**src/rtl/crc16_pkg.sv**
```systemverilog
package crc16_pkg;

   localparam int CRC_W   = 16;
   localparam int DIGIT_W = 4;

   typedef enum logic [1:0] {
      ST_IDLE   = 2'd0,
      ST_ACCEPT = 2'd1,
      ST_FOLD   = 2'd2
   } crc_state_t;

   // Fold one 4-bit digit into the running 16-bit value.
   function automatic logic [CRC_W-1:0] fold_digit(input logic [CRC_W-1:0] cur,
                                                   input logic [DIGIT_W-1:0] dig);
      logic [DIGIT_W-1:0] fb;
      fb = cur[CRC_W-1 -: DIGIT_W] ^ dig;
      return {cur[CRC_W-DIGIT_W-1:0], {DIGIT_W{1'b0}}}
           ^ {fb, 12'd0}
           ^ {7'd0, fb, 5'd0}
           ^ {12'd0, fb};
   endfunction

endpackage

```
**src/rtl/crc16_step_unit.sv**
```systemverilog
module crc16_step_unit
   import crc16_pkg::*;
#(
   parameter int DPC = 1
) (
   input  logic [CRC_W-1:0]       crc_i,
   input  logic [DPC*DIGIT_W-1:0] dig_i,
   output logic [CRC_W-1:0]       crc_o
);

   localparam int CHUNK = DPC * DIGIT_W;

   logic [CRC_W-1:0] stage [DPC+1];

   assign stage[0] = crc_i;

   for (genvar i = 0; i < DPC; i++) begin : g_digit
      assign stage[i+1] = fold_digit(stage[i], dig_i[CHUNK-1-DIGIT_W*i -: DIGIT_W]);
   end

   assign crc_o = stage[DPC];

endmodule

```
**src/rtl/crc16_quad_shifter.sv**
```systemverilog
module crc16_quad_shifter #(
   parameter int DATA_W = 32,
   parameter int CHUNK  = 4
) (
   input  logic              clk,
   input  logic              rst_n,
   input  logic              load_i,
   input  logic              shift_i,
   input  logic [DATA_W-1:0] data_i,
   output logic [CHUNK-1:0]  chunk_o
);

   logic [DATA_W-1:0] hold_q;

   if (DATA_W > CHUNK) begin : g_shift
      always_ff @(posedge clk or negedge rst_n) begin
         if (!rst_n)
            hold_q <= '0;
         else if (load_i)
            hold_q <= data_i;
         else if (shift_i)
            hold_q <= {hold_q[DATA_W-CHUNK-1:0], {CHUNK{1'b0}}};
      end
   end else begin : g_whole
      always_ff @(posedge clk or negedge rst_n) begin
         if (!rst_n)
            hold_q <= '0;
         else if (load_i)
            hold_q <= data_i;
      end
   end

   assign chunk_o = hold_q[DATA_W-1 -: CHUNK];

endmodule

```
**src/rtl/crc16_seq_ctrl.sv**
```systemverilog
module crc16_seq_ctrl
   import crc16_pkg::*;
#(
   parameter int STEPS     = 8,
   parameter int CNT_W     = 16,
   parameter bit USE_COUNT = 1'b1
) (
   input  logic             clk,
   input  logic             rst_n,
   input  logic             start_i,
   input  logic [CNT_W-1:0] count_i,
   input  logic             valid_i,
   input  logic             last_i,
   output logic             ready_o,
   output logic             busy_o,
   output logic             load_o,
   output logic             fold_o,
   output logic             done_o
);

   localparam int SC_W = (STEPS > 1) ? $clog2(STEPS) : 1;
   localparam logic [SC_W-1:0] STEP_LAST = SC_W'(STEPS - 1);

   crc_state_t      state_q;
   logic [SC_W-1:0] step_q;
   logic            final_q;
   logic            done_q;
   logic            hs;
   logic            is_final;
   logic            zero_req;

   assign hs = (state_q == ST_ACCEPT) && valid_i && !start_i;

   if (USE_COUNT) begin : g_count
      logic [CNT_W-1:0] left_q;
      logic             unused_last;

      assign unused_last = last_i;

      always_ff @(posedge clk or negedge rst_n) begin
         if (!rst_n)
            left_q <= '0;
         else if (start_i)
            left_q <= count_i;
         else if (hs)
            left_q <= left_q - 1'b1;
      end

      assign is_final = (left_q == CNT_W'(1));
      assign zero_req = (count_i == '0);
   end else begin : g_flag
      logic unused_cnt;

      assign unused_cnt = ^count_i;
      assign is_final   = last_i;
      assign zero_req   = 1'b0;
   end

   always_ff @(posedge clk or negedge rst_n) begin
      if (!rst_n) begin
         state_q <= ST_IDLE;
         step_q  <= '0;
         final_q <= 1'b0;
         done_q  <= 1'b0;
      end else begin
         done_q <= 1'b0;
         if (start_i) begin
            step_q  <= '0;
            final_q <= 1'b0;
            done_q  <= zero_req;
            state_q <= zero_req ? ST_IDLE : ST_ACCEPT;
         end else begin
            case (state_q)
               ST_ACCEPT: begin
                  if (valid_i) begin
                     state_q <= ST_FOLD;
                     step_q  <= '0;
                     final_q <= is_final;
                  end
               end
               ST_FOLD: begin
                  if (step_q == STEP_LAST) begin
                     step_q <= '0;
                     if (final_q) begin
                        state_q <= ST_IDLE;
                        done_q  <= 1'b1;
                     end else begin
                        state_q <= ST_ACCEPT;
                     end
                  end else begin
                     step_q <= step_q + 1'b1;
                  end
               end
               default: state_q <= ST_IDLE;
            endcase
         end
      end
   end

   assign ready_o = (state_q == ST_ACCEPT);
   assign busy_o  = (state_q != ST_IDLE);
   assign load_o  = hs;
   assign fold_o  = (state_q == ST_FOLD) && !start_i;
   assign done_o  = done_q;

endmodule

```
**src/rtl/cfgrom_crc16.sv**
```systemverilog
module cfgrom_crc16
   import crc16_pkg::*;
#(
   parameter int DATA_W    = 32,
   parameter int DPC       = 1,
   parameter int CNT_W     = 16,
   parameter bit USE_COUNT = 1'b1
) (
   input  logic              clk,
   input  logic              rst_n,
   input  logic              start_i,
   input  logic [CNT_W-1:0]  count_i,
   input  logic              in_valid_i,
   output logic              in_ready_o,
   input  logic [DATA_W-1:0] in_data_i,
   input  logic              in_last_i,
   output logic              busy_o,
   output logic              done_o,
   output logic [CRC_W-1:0]  crc_o
);

   localparam int CHUNK = DPC * DIGIT_W;
   localparam int STEPS = DATA_W / CHUNK;

   if (DPC < 1) begin : g_bad_dpc
      $error("cfgrom_crc16: DPC must be at least 1");
   end
   if ((DATA_W % CHUNK) != 0) begin : g_bad_width
      $error("cfgrom_crc16: DATA_W must be a multiple of 4*DPC");
   end
   if (CNT_W < 1) begin : g_bad_cnt
      $error("cfgrom_crc16: CNT_W must be at least 1");
   end

   logic             load;
   logic             fold;
   logic [CHUNK-1:0] chunk;
   logic [CRC_W-1:0] crc_q;
   logic [CRC_W-1:0] crc_next;

   crc16_seq_ctrl #(
      .STEPS     (STEPS),
      .CNT_W     (CNT_W),
      .USE_COUNT (USE_COUNT)
   ) u_ctrl (
      .clk     (clk),
      .rst_n   (rst_n),
      .start_i (start_i),
      .count_i (count_i),
      .valid_i (in_valid_i),
      .last_i  (in_last_i),
      .ready_o (in_ready_o),
      .busy_o  (busy_o),
      .load_o  (load),
      .fold_o  (fold),
      .done_o  (done_o)
   );

   crc16_quad_shifter #(
      .DATA_W (DATA_W),
      .CHUNK  (CHUNK)
   ) u_shift (
      .clk     (clk),
      .rst_n   (rst_n),
      .load_i  (load),
      .shift_i (fold),
      .data_i  (in_data_i),
      .chunk_o (chunk)
   );

   crc16_step_unit #(
      .DPC (DPC)
   ) u_step (
      .crc_i (crc_q),
      .dig_i (chunk),
      .crc_o (crc_next)
   );

   always_ff @(posedge clk or negedge rst_n) begin
      if (!rst_n)
         crc_q <= '0;
      else if (start_i)
         crc_q <= '0;
      else if (fold)
         crc_q <= crc_next;
   end

   assign crc_o = crc_q;

endmodule

```
**config.mk**
```make
export PLATFORM = sky130hd
export DESIGN_NAME = cfgrom_crc16
export DESIGN_NICKNAME = d
export VERILOG_FILES = /design/src/rtl/crc16_pkg.sv /design/src/rtl/crc16_step_unit.sv /design/src/rtl/crc16_quad_shifter.sv /design/src/rtl/crc16_seq_ctrl.sv /design/src/rtl/cfgrom_crc16.sv
export SDC_FILE = /design/constraint.sdc
export NUM_CORES = 1
export LEC_CHECK = 0
export BUFFER_PORTS_ARGS = -buffer_cell sky130_fd_sc_hd__buf_2
export CORE_UTILIZATION = 48
export DETAILED_ROUTE_END_ITERATION = 12
export PLACE_DENSITY = 0.71
export SLEW_MARGIN = 25
export SYNTH_ARGS = -nofsm -noshare
export SYNTH_HDL_FRONTEND = slang
export SYNTH_SLANG_ARGS = --single-unit
```
**constraint.sdc**
```tcl
create_clock -name clk -period 5.4 [get_ports clk]
set_clock_uncertainty 0.05 [all_clocks]
set_input_delay 1.08 -clock clk [delete_from_list [all_inputs] [get_ports clk]]
set_output_delay 1.08 -clock clk [all_outputs]
set_load 0.01 [all_outputs]
```
==> impl_metrics.ini <==
[timing]
worstMarginPinSlew_ns = 0.918
slew_violations = 0
post-route-period-util = 0.499
setup_violations = 0
setup_tns_ns = 0
min_period_ns = 2.70
clock.fmax_ghz = 0.371
finalHoldViolations = 0
grt_setup_unrepaired = no
relSlewSlack = 0.388

[power_and_ir_drop]
p_int_mw = 0.976
p_per_area_mw_per_mm2 = 322
p_sw_mw = 0.378
p_leak_nw = 1.91
total_power_mw = 1.35
p_clk_frac = 0.339
seqPwrFrac = 0.499
switching_share = 0.279
irDropWorstVdd_mv = 0.169
combPwrFrac = 0.162

[clock_tree]
post_cts_resized = 0
cts_buffers = 9
root_buffer = clkbuf_8
cts_tree = yes
clockBufferDepth = 2
post-cts-setup-buffers = 0
clkSinkCount = 71
htreeDepth = 3
clkSlewWorstSetupHoldPaths_ns = 0.08
postCtsHoldBufs = 0
clk_latency_ns = 0.34

[floorplan]
core_mm2 = 0.00721
die_area_mm2 = 0.00778
die_h_um = 88.2
core.rowCount = 31
start_util = 0.495
die_w_um = 88.2
pin_count = 72

[placed_design]
io_buffer_count = 70
gp_congestion = 0.763
hpwlAfterDp_um = 4740
place_inst = 505

[grt]
antenna_found_initial = 0
grt_pass1_wl_um = 11600
grt-ovfl-total = 0
grt_max_degree = 72
grt_pass1_vias = 2443
grt_usage = 0.196

[layout]
drive_gt1_frac = 0.236
diodes = 0
final_cells = 522
nNetsFinal = 478
nFillCells = 690
syn2layout_area_growth_pct = 18.0

[run_status]
status = finished, final reports clean

[synth]
synth-compound-area-share = 0.106
synth-xor-area-share = 0.0687
synth_cells = 354
avgSynthCellArea_um2 = 10.1
ys_ff_latch = 71
muxShareOfSynthArea = 0.104
synthAdderAreaFrac = 0.0245
synth_nets = 414
yosysWarnings = 0
netlist_area_mm2 = 0.00357
synth_cell_types = 41
synth_top_family_by_area = simple AND/OR/NAND/NOR gates
synth_simple_gate_area_frac = 0.164
seq_area_frac_synth = 0.498

[routing]
vias = 2659
dr.pass1.iters = 5
ant_nets = 0
avgViaCountPerCell = 5.09
first_iter_violations = 101
finalWirelength_um = 6980
wire_per_inst_um = 13.4
drc_errors = 0

[setup_path]
endpoint = u_shift.hold_q[19]$_DFFE_PN0P_
critPathCaptureType = register
worstPathMaxFanout = 54
cp-start-kind = primary input
r2r-start = u_ctrl.state_q[0]$_DFFE_PN0P_
required_ns = 5.58
arrival_ns = 2.87
r2r_cells = 6
rrSetupSlack_ns = 3.16
timing.rr.end = u_shift.hold_q[7]$_DFFE_PN0P_
crit_start = start_i
setup.worst_path.class = in -> reg

[min_path]
min_path_type = reg -> reg
hold_depth = 2

[job]
drv_cap = 0
==> through the flow <==
stage | setup slack, ns | area [um^2] | util | hold WS [ns]
global route | 2.54 | 4210 | 0.584 | 0.496
finish | 2.70 | 4210 | 0.584 | 0.478
detailed placement | 2.25 | 3980 | 0.551 | 0.467
global placement | 2.32 | 3980 | 0.551 | 0.453
CTS | 2.64 | 4190 | 0.581 | 0.482
floorplan | 3.23 | 3570 | - | 0.433
==> how the worst min path moves through the flow <==
stage	from	end	slack (ns)
after floorplan	u_ctrl.step_q[1]$_DFFE_PN0P_	u_ctrl.step_q[1]$_DFFE_PN0P_	0.43
after global placement	u_ctrl.step_q[1]$_DFFE_PN0P_	u_ctrl.step_q[1]$_DFFE_PN0P_	0.45
after detailed placement	u_ctrl.step_q[1]$_DFFE_PN0P_	u_ctrl.step_q[1]$_DFFE_PN0P_	0.47
after CTS	u_shift.hold_q[2]$_DFFE_PN0P_	u_shift.hold_q[2]$_DFFE_PN0P_	0.48
after global routing	u_shift.hold_q[2]$_DFFE_PN0P_	u_shift.hold_q[2]$_DFFE_PN0P_	0.50
final	u_shift.hold_q[2]$_DFFE_PN0P_	u_shift.hold_q[2]$_DFFE_PN0P_	0.48
==> cell families (layout without fill, tap and decap cells) <==
| logic type | count (synthesis) | count (layout) |
|---|---|---|
| fa+ha+maj | 7 | 7 |
| simple gates | 117 | 117 |
| flops | 71 | 71 |
| mux | 37 | 37 |
| buf+inv | 28 | 97 |
| xor+xnor | 28 | 28 |
| compound gates | 66 | 66 |
==> layout make-up <==
class | instances | area (um^2) | area share
inverter | 8 | 30.0 | 0.00713
tap | 99 | 124 | 0.0294
multi-input combinational | 255 | 1680 | 0.400
clock buffer | 10 | 128 | 0.0303
clock inverter | 6 | 85.1 | 0.0202
sequential | 71 | 1780 | 0.422
timing repair buffer | 73 | 385 | 0.0915
==> layout by cell type, fill, tap and decap left out, types with 2 or more instances in the layout <==
cell        count
buf_2          70
o31a_1          3
nor3_4          2
nand2_1        57
dfrtp_1        71
a32oi_1         3
clkinvlp_4      2
o21ai_0        47
nand4_1         3
nor3_1          2
mux2i_1        36
xor2_1         16
clkinv_2        2
and4b_1         2
nor4_1          3
clkbuf_8        9
buf_4           2
a211oi_1        5
nand3_1         3
bufinv_16       2
nor2_1         26
ha_1            6
inv_1           8
xnor2_1        12
a21oi_1         4
or4_1           2
nand2b_1        4
==> routing by layer <==
layer / share of wire / GRT usage / vias to the layer above
met5: 0 / 0 / -
met4: 0.016 / 0.0748 / 0
met3: 0.039 / 0.0485 / 10
met2: 0.46 / 0.293 / 48
met1: 0.48 / 0.275 / 1255
li1: - / - / 1346
==> power by group through the flow <==
stage	Sequential, mW	Combinational [mW]	Clock [mW]
after floorplan	0.670	0.156	0
after global placement	0.682	0.211	0
after detailed placement	0.687	0.220	0
after CTS	0.676	0.222	0.471
after global routing	0.687	0.251	0.497
final	0.676	0.220	0.459
==> worst max-delay path: stages <==
cell	delay, ns
buf_2	0.69
inv_1	0.21
nand2_1	0.54
mux2i_1	0.25
o21ai_0	0.10
==> state kept, by name (all words and copies together), names as in the netlist <==
name,flops
u_shift.hold_q,32
crc_o,16
u_ctrl.g_count.left_q,16
u_ctrl.step_q,3
u_ctrl.state_q,2
u_ctrl.done_o,1
u_ctrl.final_q,1
==> synth_stat cells (all sizes together) <==
cell,number,area share
o31a,3,0.0074
a31o,1,0.0025
a21oi,4,0.0056
buf,10,0.015
inv,8,0.0084
nor3,5,0.015
and4b,2,0.0056
clkbuf,10,0.011
mux2,1,0.0032
nor4b,2,0.0067
a41oi,1,0.0025
and4bb,1,0.0035
dfrtp,71,0.50
nand4,4,0.011
nand2b,4,0.0070
ha,7,0.025
nand4b,1,0.0025
xnor2,12,0.029
a31oi,1,0.0018
xor2,16,0.039
a211oi,5,0.011
o21ba,1,0.0028
or4,2,0.0042
nand2,57,0.060
and3,1,0.0018
or3,1,0.0018
nand3,3,0.0042
nor2,27,0.028
nor3b,1,0.0021
o21ai,47,0.066
nor2b,2,0.0035
a32oi,3,0.0074
nor4,3,0.0053
mux2i,36,0.10
nand3b,1,0.0021
Note: power is estimated with default switching activity, not from simulation.
